**src/rtl/ivr_pkg.sv**
```systemverilog
package ivr_pkg;
  localparam int VEC_WORDS = 8;
  localparam int VEC_BYTES = 32;

  localparam logic [2:0] A_CTRL   = 3'd0;
  localparam logic [2:0] A_BASE   = 3'd1;
  localparam logic [2:0] A_RPTR   = 3'd2;
  localparam logic [2:0] A_WPTR   = 3'd3;
  localparam logic [2:0] A_WBADDR = 3'd4;

  localparam int CB_RING   = 0;
  localparam int CB_INTR   = 1;
  localparam int CB_OVFEN  = 2;
  localparam int CB_OVFCLR = 3;
  localparam int CB_WB     = 4;
  localparam int CB_SZ_LO  = 8;
  localparam int SZ_W      = 5;
  localparam int MIN_LOG2  = 3;

  typedef struct packed {
    logic [7:0]       client;
    logic [7:0]       src;
    logic [7:0]       ring;
    logic [3:0]       vmid;
    logic             vmid_src;
    logic [47:0]      ts;
    logic             ts_src;
    logic [15:0]      pasid;
    logic             pasid_src;
    logic [3:0][31:0] data;
  } ivr_event_t;

  typedef enum logic [1:0] {ST_IDLE, ST_BEAT, ST_WB} eng_state_e;
endpackage

```
**src/rtl/ivr_regs.sv**
```systemverilog
module ivr_regs
  import ivr_pkg::*;
#(
  parameter int MAX_LOG2 = 16,
  parameter int PTR_W    = MAX_LOG2 + 2
) (
  input  logic             clk_i,
  input  logic             rst_ni,
  input  logic             we_i,
  input  logic [2:0]       addr_i,
  input  logic [31:0]      wdata_i,
  input  logic [PTR_W-1:0] wptr_i,
  input  logic             ovf_i,
  output logic [31:0]      rdata_o,
  output logic             ring_en_o,
  output logic             intr_en_o,
  output logic             ovf_en_o,
  output logic             ovf_clr_o,
  output logic             wb_en_o,
  output logic [PTR_W-1:0] mask_o,
  output logic [31:0]      base_o,
  output logic [31:0]      wb_addr_o,
  output logic [PTR_W-1:0] rptr_o,
  output logic             sw_wptr_we_o,
  output logic [PTR_W-1:0] sw_wptr_o
);
  logic [SZ_W-1:0] size_q, size_eff;
  logic [PTR_W:0]  span;
  logic [PTR_W:0]  mask_full;
  logic            wr_ctrl;

  assign wr_ctrl = we_i && (addr_i == A_CTRL);

  always_ff @(posedge clk_i or negedge rst_ni) begin
    if (!rst_ni) begin
      ring_en_o <= 1'b0;
      intr_en_o <= 1'b0;
      ovf_en_o  <= 1'b0;
      wb_en_o   <= 1'b0;
      size_q    <= SZ_W'(MIN_LOG2);
      base_o    <= '0;
      wb_addr_o <= '0;
      rptr_o    <= '0;
    end else if (we_i) begin
      case (addr_i)
        A_CTRL: begin
          ring_en_o <= wdata_i[CB_RING];
          intr_en_o <= wdata_i[CB_INTR];
          ovf_en_o  <= wdata_i[CB_OVFEN];
          wb_en_o   <= wdata_i[CB_WB];
          size_q    <= wdata_i[CB_SZ_LO +: SZ_W];
        end
        A_BASE:   base_o    <= wdata_i;
        A_RPTR:   rptr_o    <= wdata_i[PTR_W-1:0] & mask_o;
        A_WBADDR: wb_addr_o <= wdata_i;
        default: ;
      endcase
    end
  end

  always_comb begin
    if (size_q < SZ_W'(MIN_LOG2))      size_eff = SZ_W'(MIN_LOG2);
    else if (size_q > SZ_W'(MAX_LOG2)) size_eff = SZ_W'(MAX_LOG2);
    else                               size_eff = size_q;
    span      = (PTR_W+1)'(1) << (size_eff + SZ_W'(2));
    mask_full = span - (PTR_W+1)'(1);
  end
  assign mask_o = mask_full[PTR_W-1:0];

  assign ovf_clr_o    = wr_ctrl && wdata_i[CB_OVFCLR];
  assign sw_wptr_we_o = we_i && (addr_i == A_WPTR);
  assign sw_wptr_o    = wdata_i[PTR_W-1:0] & mask_o & ~PTR_W'(VEC_BYTES - 1);

  always_comb begin
    rdata_o = '0;
    case (addr_i)
      A_CTRL: begin
        rdata_o[CB_RING]           = ring_en_o;
        rdata_o[CB_INTR]           = intr_en_o;
        rdata_o[CB_OVFEN]          = ovf_en_o;
        rdata_o[CB_WB]             = wb_en_o;
        rdata_o[CB_SZ_LO +: SZ_W]  = size_q;
      end
      A_BASE:   rdata_o = base_o;
      A_RPTR:   rdata_o = 32'(rptr_o);
      A_WPTR:   rdata_o = {ovf_i, (31-PTR_W)'(0), wptr_i};
      A_WBADDR: rdata_o = wb_addr_o;
      default:  rdata_o = '0;
    endcase
  end
endmodule

```
**src/rtl/ivr_pack.sv**
```systemverilog
module ivr_pack
  import ivr_pkg::*;
(
  input  ivr_event_t                  evt_i,
  output logic [VEC_WORDS-1:0][31:0]  words_o
);
  assign words_o[0] = {evt_i.vmid_src, 3'b000, evt_i.vmid, evt_i.ring, evt_i.src, evt_i.client};
  assign words_o[1] = evt_i.ts[31:0];
  assign words_o[2] = {evt_i.ts_src, 15'd0, evt_i.ts[47:32]};
  assign words_o[3] = {evt_i.pasid_src, 15'd0, evt_i.pasid};

  for (genvar g = 0; g < 4; g++) begin : g_data
    assign words_o[4+g] = evt_i.data[g];
  end
endmodule

```
**src/rtl/ivr_engine.sv**
```systemverilog
module ivr_engine
  import ivr_pkg::*;
#(
  parameter int PTR_W = 18
) (
  input  logic                        clk_i,
  input  logic                        rst_ni,
  input  logic                        run_i,
  input  logic                        ovf_en_i,
  input  logic                        ovf_clr_i,
  input  logic                        wb_en_i,
  input  logic [PTR_W-1:0]            mask_i,
  input  logic [31:0]                 base_i,
  input  logic [31:0]                 wb_addr_i,
  input  logic [PTR_W-1:0]            rptr_i,
  input  logic                        sw_wptr_we_i,
  input  logic [PTR_W-1:0]            sw_wptr_i,
  input  logic                        evt_valid_i,
  output logic                        evt_ready_o,
  input  logic [VEC_WORDS-1:0][31:0]  vec_i,
  output logic                        mem_we_o,
  output logic [31:0]                 mem_addr_o,
  output logic [31:0]                 mem_wdata_o,
  output logic [PTR_W-1:0]            wptr_o,
  output logic                        ovf_o
);
  localparam int BEAT_W = $clog2(VEC_WORDS);

  eng_state_e                 state_q;
  logic [BEAT_W-1:0]          beat_q;
  logic [VEC_WORDS-1:0][31:0] vec_q;
  logic [PTR_W-1:0]           wptr_q, next_wptr;
  logic                       ovf_q;
  logic                       last_beat, hit;

  assign evt_ready_o = run_i && (state_q == ST_IDLE);
  assign next_wptr   = (wptr_q + PTR_W'(VEC_BYTES)) & mask_i;
  assign last_beat   = (state_q == ST_BEAT) && (beat_q == BEAT_W'(VEC_WORDS - 1));
  assign hit         = last_beat && ovf_en_i && (next_wptr == rptr_i);

  always_ff @(posedge clk_i or negedge rst_ni) begin
    if (!rst_ni) begin
      state_q <= ST_IDLE;
      beat_q  <= '0;
      vec_q   <= '0;
    end else begin
      case (state_q)
        ST_IDLE: if (evt_valid_i && evt_ready_o) begin
          vec_q   <= vec_i;
          beat_q  <= '0;
          state_q <= ST_BEAT;
        end
        ST_BEAT: begin
          beat_q <= beat_q + BEAT_W'(1);
          if (last_beat) state_q <= wb_en_i ? ST_WB : ST_IDLE;
        end
        default: state_q <= ST_IDLE;
      endcase
    end
  end

  // software load wins over the hardware advance
  always_ff @(posedge clk_i or negedge rst_ni) begin
    if (!rst_ni) begin
      wptr_q <= '0;
      ovf_q  <= 1'b0;
    end else begin
      if (sw_wptr_we_i)   wptr_q <= sw_wptr_i;
      else if (last_beat) wptr_q <= next_wptr;
      ovf_q <= (ovf_q && !ovf_clr_i) || hit;
    end
  end

  always_comb begin
    mem_we_o    = 1'b0;
    mem_addr_o  = '0;
    mem_wdata_o = '0;
    if (state_q == ST_BEAT) begin
      mem_we_o    = 1'b1;
      mem_addr_o  = base_i + 32'(wptr_q + {beat_q, 2'b00});
      mem_wdata_o = vec_q[beat_q];
    end else if (state_q == ST_WB) begin
      mem_we_o    = 1'b1;
      mem_addr_o  = wb_addr_i;
      mem_wdata_o = {ovf_q, (31-PTR_W)'(0), wptr_q};
    end
  end

  assign wptr_o = wptr_q;
  assign ovf_o  = ovf_q;
endmodule

```
**src/rtl/ivr_writer.sv**
```systemverilog
module ivr_writer
  import ivr_pkg::*;
#(
  parameter int MAX_LOG2 = 16,
  parameter int PTR_W    = MAX_LOG2 + 2
) (
  input  logic         clk_i,
  input  logic         rst_ni,
  input  logic         evt_valid_i,
  output logic         evt_ready_o,
  input  logic [7:0]   evt_client_i,
  input  logic [7:0]   evt_src_i,
  input  logic [7:0]   evt_ring_i,
  input  logic [3:0]   evt_vmid_i,
  input  logic         evt_vmid_src_i,
  input  logic [47:0]  evt_ts_i,
  input  logic         evt_ts_src_i,
  input  logic [15:0]  evt_pasid_i,
  input  logic         evt_pasid_src_i,
  input  logic [127:0] evt_data_i,
  input  logic         reg_we_i,
  input  logic [2:0]   reg_addr_i,
  input  logic [31:0]  reg_wdata_i,
  output logic [31:0]  reg_rdata_o,
  output logic         mem_we_o,
  output logic [31:0]  mem_addr_o,
  output logic [31:0]  mem_wdata_o,
  output logic         irq_o
);
  ivr_event_t                 evt;
  logic [VEC_WORDS-1:0][31:0] vec;
  logic                       ring_en, intr_en, ovf_en, ovf_clr, wb_en;
  logic [PTR_W-1:0]           mask, rptr, wptr, sw_wptr;
  logic                       sw_wptr_we, ovf;
  logic [31:0]                base, wb_addr;

  always_comb begin
    evt.client    = evt_client_i;
    evt.src       = evt_src_i;
    evt.ring      = evt_ring_i;
    evt.vmid      = evt_vmid_i;
    evt.vmid_src  = evt_vmid_src_i;
    evt.ts        = evt_ts_i;
    evt.ts_src    = evt_ts_src_i;
    evt.pasid     = evt_pasid_i;
    evt.pasid_src = evt_pasid_src_i;
    evt.data      = evt_data_i;
  end

  ivr_pack u_pack (.evt_i(evt), .words_o(vec));

  ivr_regs #(.MAX_LOG2(MAX_LOG2), .PTR_W(PTR_W)) u_regs (
    .clk_i, .rst_ni,
    .we_i(reg_we_i), .addr_i(reg_addr_i), .wdata_i(reg_wdata_i),
    .wptr_i(wptr), .ovf_i(ovf), .rdata_o(reg_rdata_o),
    .ring_en_o(ring_en), .intr_en_o(intr_en), .ovf_en_o(ovf_en),
    .ovf_clr_o(ovf_clr), .wb_en_o(wb_en), .mask_o(mask),
    .base_o(base), .wb_addr_o(wb_addr), .rptr_o(rptr),
    .sw_wptr_we_o(sw_wptr_we), .sw_wptr_o(sw_wptr)
  );

  ivr_engine #(.PTR_W(PTR_W)) u_eng (
    .clk_i, .rst_ni,
    .run_i(ring_en && intr_en), .ovf_en_i(ovf_en), .ovf_clr_i(ovf_clr),
    .wb_en_i(wb_en), .mask_i(mask), .base_i(base), .wb_addr_i(wb_addr),
    .rptr_i(rptr), .sw_wptr_we_i(sw_wptr_we), .sw_wptr_i(sw_wptr),
    .evt_valid_i, .evt_ready_o, .vec_i(vec),
    .mem_we_o, .mem_addr_o, .mem_wdata_o,
    .wptr_o(wptr), .ovf_o(ovf)
  );

  assign irq_o = intr_en && (wptr != rptr);
endmodule

```
**config.mk**
```make
export PLATFORM = sky130hd
export DESIGN_NAME = ivr_writer
export DESIGN_NICKNAME = d
export VERILOG_FILES = /design/src/rtl/ivr_pkg.sv /design/src/rtl/ivr_regs.sv /design/src/rtl/ivr_pack.sv /design/src/rtl/ivr_engine.sv /design/src/rtl/ivr_writer.sv
export SDC_FILE = /design/constraint.sdc
export NUM_CORES = 1
export LEC_CHECK = 0
export ABC_AREA = 0
export BUFFER_PORTS_ARGS = -buffer_cell sky130_fd_sc_hd__buf_4
export CORE_AREA = 2 2 182 184
export CTS_CLUSTER_SIZE = 20
export DETAILED_ROUTE_END_ITERATION = 10
export DIE_AREA = 0 0 184 186
export PLACE_DENSITY = 0.84
export SLEW_MARGIN = 5
export SYNTH_ARGS = -nofsm -noshare
export SYNTH_HDL_FRONTEND = slang
export SYNTH_SLANG_ARGS = --single-unit
```
**constraint.sdc**
```tcl
create_clock -name clk_i -period 9.8 [get_ports clk_i]
set_clock_uncertainty 0.05 [all_clocks]
set_input_delay 2.94 -clock clk_i [delete_from_list [all_inputs] [get_ports clk_i]]
set_output_delay 2.94 -clock clk_i [all_outputs]
set_load 0.05 [all_outputs]
```
==> results.cfg <==
[timing]
min_period_ps = 8270
hold_viol = 0
fmax_ghz = 0.121
setup_violations = 0
final_max_slew_viol_count = 0
tightest_slew_ps = 1120
fin_setup_tns_ps = 0
rsz0062_at_grt = false
relSlewSlack_pct = 25.2
layout_worst_path_cycle_share_pct = 84.4

[yosys]
syn_area_per_cell_um2 = 11.4
synthTopCellsByCount = 336 x dfrtp_1, 318 x mux2_2, 100 x nand2_1
syn-cell-area_um2 = 18800
synth_top_area_cell = dfrtp_1
ys_warn_count = 0
ys_types = 76
seq_area_frac_synth_pct = 44.9
synth.ff_latch_count = 338
synth_fp_nets = 1939
synth.area.top_cells = dfrtp_1 45%, mux2_2 19%, mux4_2 5.5%
synth_top_area_share_pct = 44.6
synth_edf_count = 0
synthCells = 1645
async_reset_ff_share_pct = 100
yosysMostFrequentCell = dfrtp_1
synthFlopType = dfrtp_1

[power]
switching_power_w = 0.00257
finalPower_w = 0.00675
vdd_drop_max_mv = 0.229
swShare_pct = 38.1
seq_power_share_pct = 36.6
p_per_area_nw_per_um2 = 293
clkPwrFrac_pct = 21.9
p_int_w = 0.00418
p_comb_share_pct = 41.5
leakagePower_nw = 10.1

[route]
initialDrtViolationCount = 1472
drc_errors = 0
antenna_left = 0
drtPass1Iterations = 6
wl_per_cell_um = 25.6
drt-total-wl_mm = 60.7
via_per_inst = 6.49
via_count = 15400

[outcome]
status = completed

[floorplan]
die_w_um = 184
core_um2 = 32200
die_h_um = 186
design.die.area_um2 = 34200
start_util_pct = 58.5
io_pins = 361
fp-row-count = 66

[clock_network]
clock_latency_ps = 550
clk_pin_slew_ps = 60
cts_made_buffers = 37
hold_buffers = 0
post_cts_resized = 0
cts_post_setup_buffers_inserted = 0
h-tree-depth = 2
cts_max_path_buffers = 3
cts_tree = built
cts_sinks = 338
root_buffer = clkbuf_16

[job]
max_cap_violations = 0

[placed_design]
io_buffers = 360
hpwl_mm = 42.4
placed_cell_area_um2 = 21700
gp_congestion = 0.977
dp_cells = 2306

[worst_hold_path]
hold_class = flip-flop to flip-flop

[layout]
layout-drive-gt1-share_pct = 41.9
stdcell_area_um2 = 23000
nNetsFinal = 2231
finalNonFillerCells = 2375
area_growth_pct = 22.3
fin_util_pct = 71.5

[grt]
grt_pass1_vias = 15500
antenna_found_initial = 3
grt_pass1_wl_mm = 92.8
overflow = 0
grt_usage_pct = 35.7
grt_max_degree = 201

[worst_setup_path]
arrival_ps = 5280
cp_max_fo = 15
critPathLaunchType = flip-flop
cp.required_ps = 6810
path_class = flip-flop to primary output
crit_path_end_kind = primary output
metal layers:
metal,GRT usage (%),part of all wire [%]
met5,0,0.026
met4,15.2,4.7
met3,8.67,9.6
met2,58.7,48
met1,45.5,38
layout make-up:
type | instances | area [um2]
Tap cell | 408 | 510
Timing Repair Buffer | 378 | 2870
Sequential cell | 338 | 8470
Antenna cell | 1 | 2.50
Fill cell | 2212 | 9170
Clock inverter | 11 | 181
Clock buffer | 57 | 1100
Inverter | 21 | 78.8
Multi-Input combinational cell | 1161 | 9820
critical path, stage by stage (launching register included):
cell and delay [ps]:
dfrtp_4 590, ha_1 270, fa_1 400, a21oi_1 610
nor2_1 140, xor2_1 170, ha_1 350, and2_1 200
nand3_1 90, o21ai_1 380, a211oi_1 200, o21ai_1 150
buf_4 210, or4b_2 600, o211ai_1 120, buf_4 230
kinds of logic (layout without fill, tap and decap cells):
group | count (synthesis) | after routing | share of synthesized area, %
AO/OA/AOI/OAI | 318 | 318 | 11.2
XOR/XNOR | 65 | 65 | 3.02
multiplexers | 399 | 399 | 26.4
flip-flops | 338 | 338 | 44.9
buffers and inverters | 146 | 467 | 3.02
other | 0 | 1 | 0
AND/OR/NAND/NOR | 347 | 347 | 9.19
adder cells (fa/ha/maj) | 32 | 32 | 2.21
state kept, by name (all words and copies together), names as in the netlist:
signal / count
u_regs.ring_en_o: 1
u_regs.intr_en_o: 1
u_eng.wptr_o: 18
u_regs.base_o: 32
u_eng.beat_q: 3
u_regs.wb_addr_o: 32
u_regs.ovf_en_o: 1
u_eng.state_q: 2
u_eng.vec_q: 223
u_eng.ovf_o: 1
u_regs.wb_en_o: 1
u_regs.rptr_o: 18
u_regs.size_q: 5
metrics by stage:
stage / setup WS, ps / hold WS [ps]
after global placement: 2100 / 432
after CTS: 1630 / 453
after floorplan: 1870 / 422
final: 1530 / 448
after global routing: 1230 / 465
after detailed placement: 2000 / 438
cell usage in the layout (no fill, tap or decap), types with 5 or more instances in the layout:
| cell type | synthesis | layout |
|---|---|---|
| and3_1 | 16 | 16 |
| clkbuf_1 | 99 | 11 |
| nor2_1 | 65 | 65 |
| inv_1 | 21 | 20 |
| nand4b_1 | 5 | 5 |
| o21ai_0 | 85 | 85 |
| buf_4 | 0 | 375 |
| a22oi_1 | 58 | 58 |
| nor3_1 | 16 | 16 |
| o22ai_1 | 21 | 21 |
| ha_1 | 30 | 30 |
| nand4_1 | 11 | 11 |
| clkinv_2 | 0 | 5 |
| a21oi_1 | 47 | 47 |
| xnor2_1 | 38 | 38 |
| nand3_1 | 50 | 50 |
| nand2b_1 | 25 | 25 |
| a21o_1 | 14 | 14 |
| mux2i_1 | 34 | 34 |
| and2_1 | 7 | 7 |
| a22o_1 | 5 | 5 |
| a221oi_1 | 6 | 6 |
| xor2_1 | 27 | 27 |
| nor2b_1 | 16 | 14 |
| nor4_1 | 8 | 8 |
| mux4_2 | 46 | 46 |
| o211ai_1 | 7 | 7 |
| clkbuf_8 | 0 | 8 |
| clkbuf_16 | 0 | 38 |
| a211oi_1 | 15 | 15 |
| mux2_2 | 318 | 318 |
| nand2_1 | 100 | 99 |
| a31oi_1 | 11 | 11 |
| dfrtp_1 | 336 | 333 |
final timing paths:
| kind | from | endpoint | slack (ps) | cells after the start |
|---|---|---|---|---|
| worst max-delay path | u_eng.beat_q[0] | mem_addr_o[31] | 1530 | 15 |
| worst min-delay path | u_eng.vec_q[216] | u_eng.vec_q[216] | 450 | 1 |
| worst max register to register | u_regs.size_q[3] | u_eng.ovf_o | 4530 | 17 |
| worst min register to register | u_eng.vec_q[216] | u_eng.vec_q[216] | 450 | 1 |
| max in group asynchronous | rst_ni | u_eng.vec_q[55] | 5800 | 2 |
| min in group asynchronous | rst_ni | u_regs.base_o[11] | 2410 | 1 |
power groups by stage:
stage          Sequential, W  Clock, W  Combinational (W)
4_1_cts              0.00245   0.00149            0.00279
3_3_place_gp         0.00242         0            0.00268
6_report             0.00247   0.00148            0.00280
2_1_floorplan        0.00220         0            0.00214
3_5_place_dp         0.00246         0            0.00275
5_1_grt              0.00252   0.00155            0.00299
Note: power is estimated with default switching activity, not from simulation.
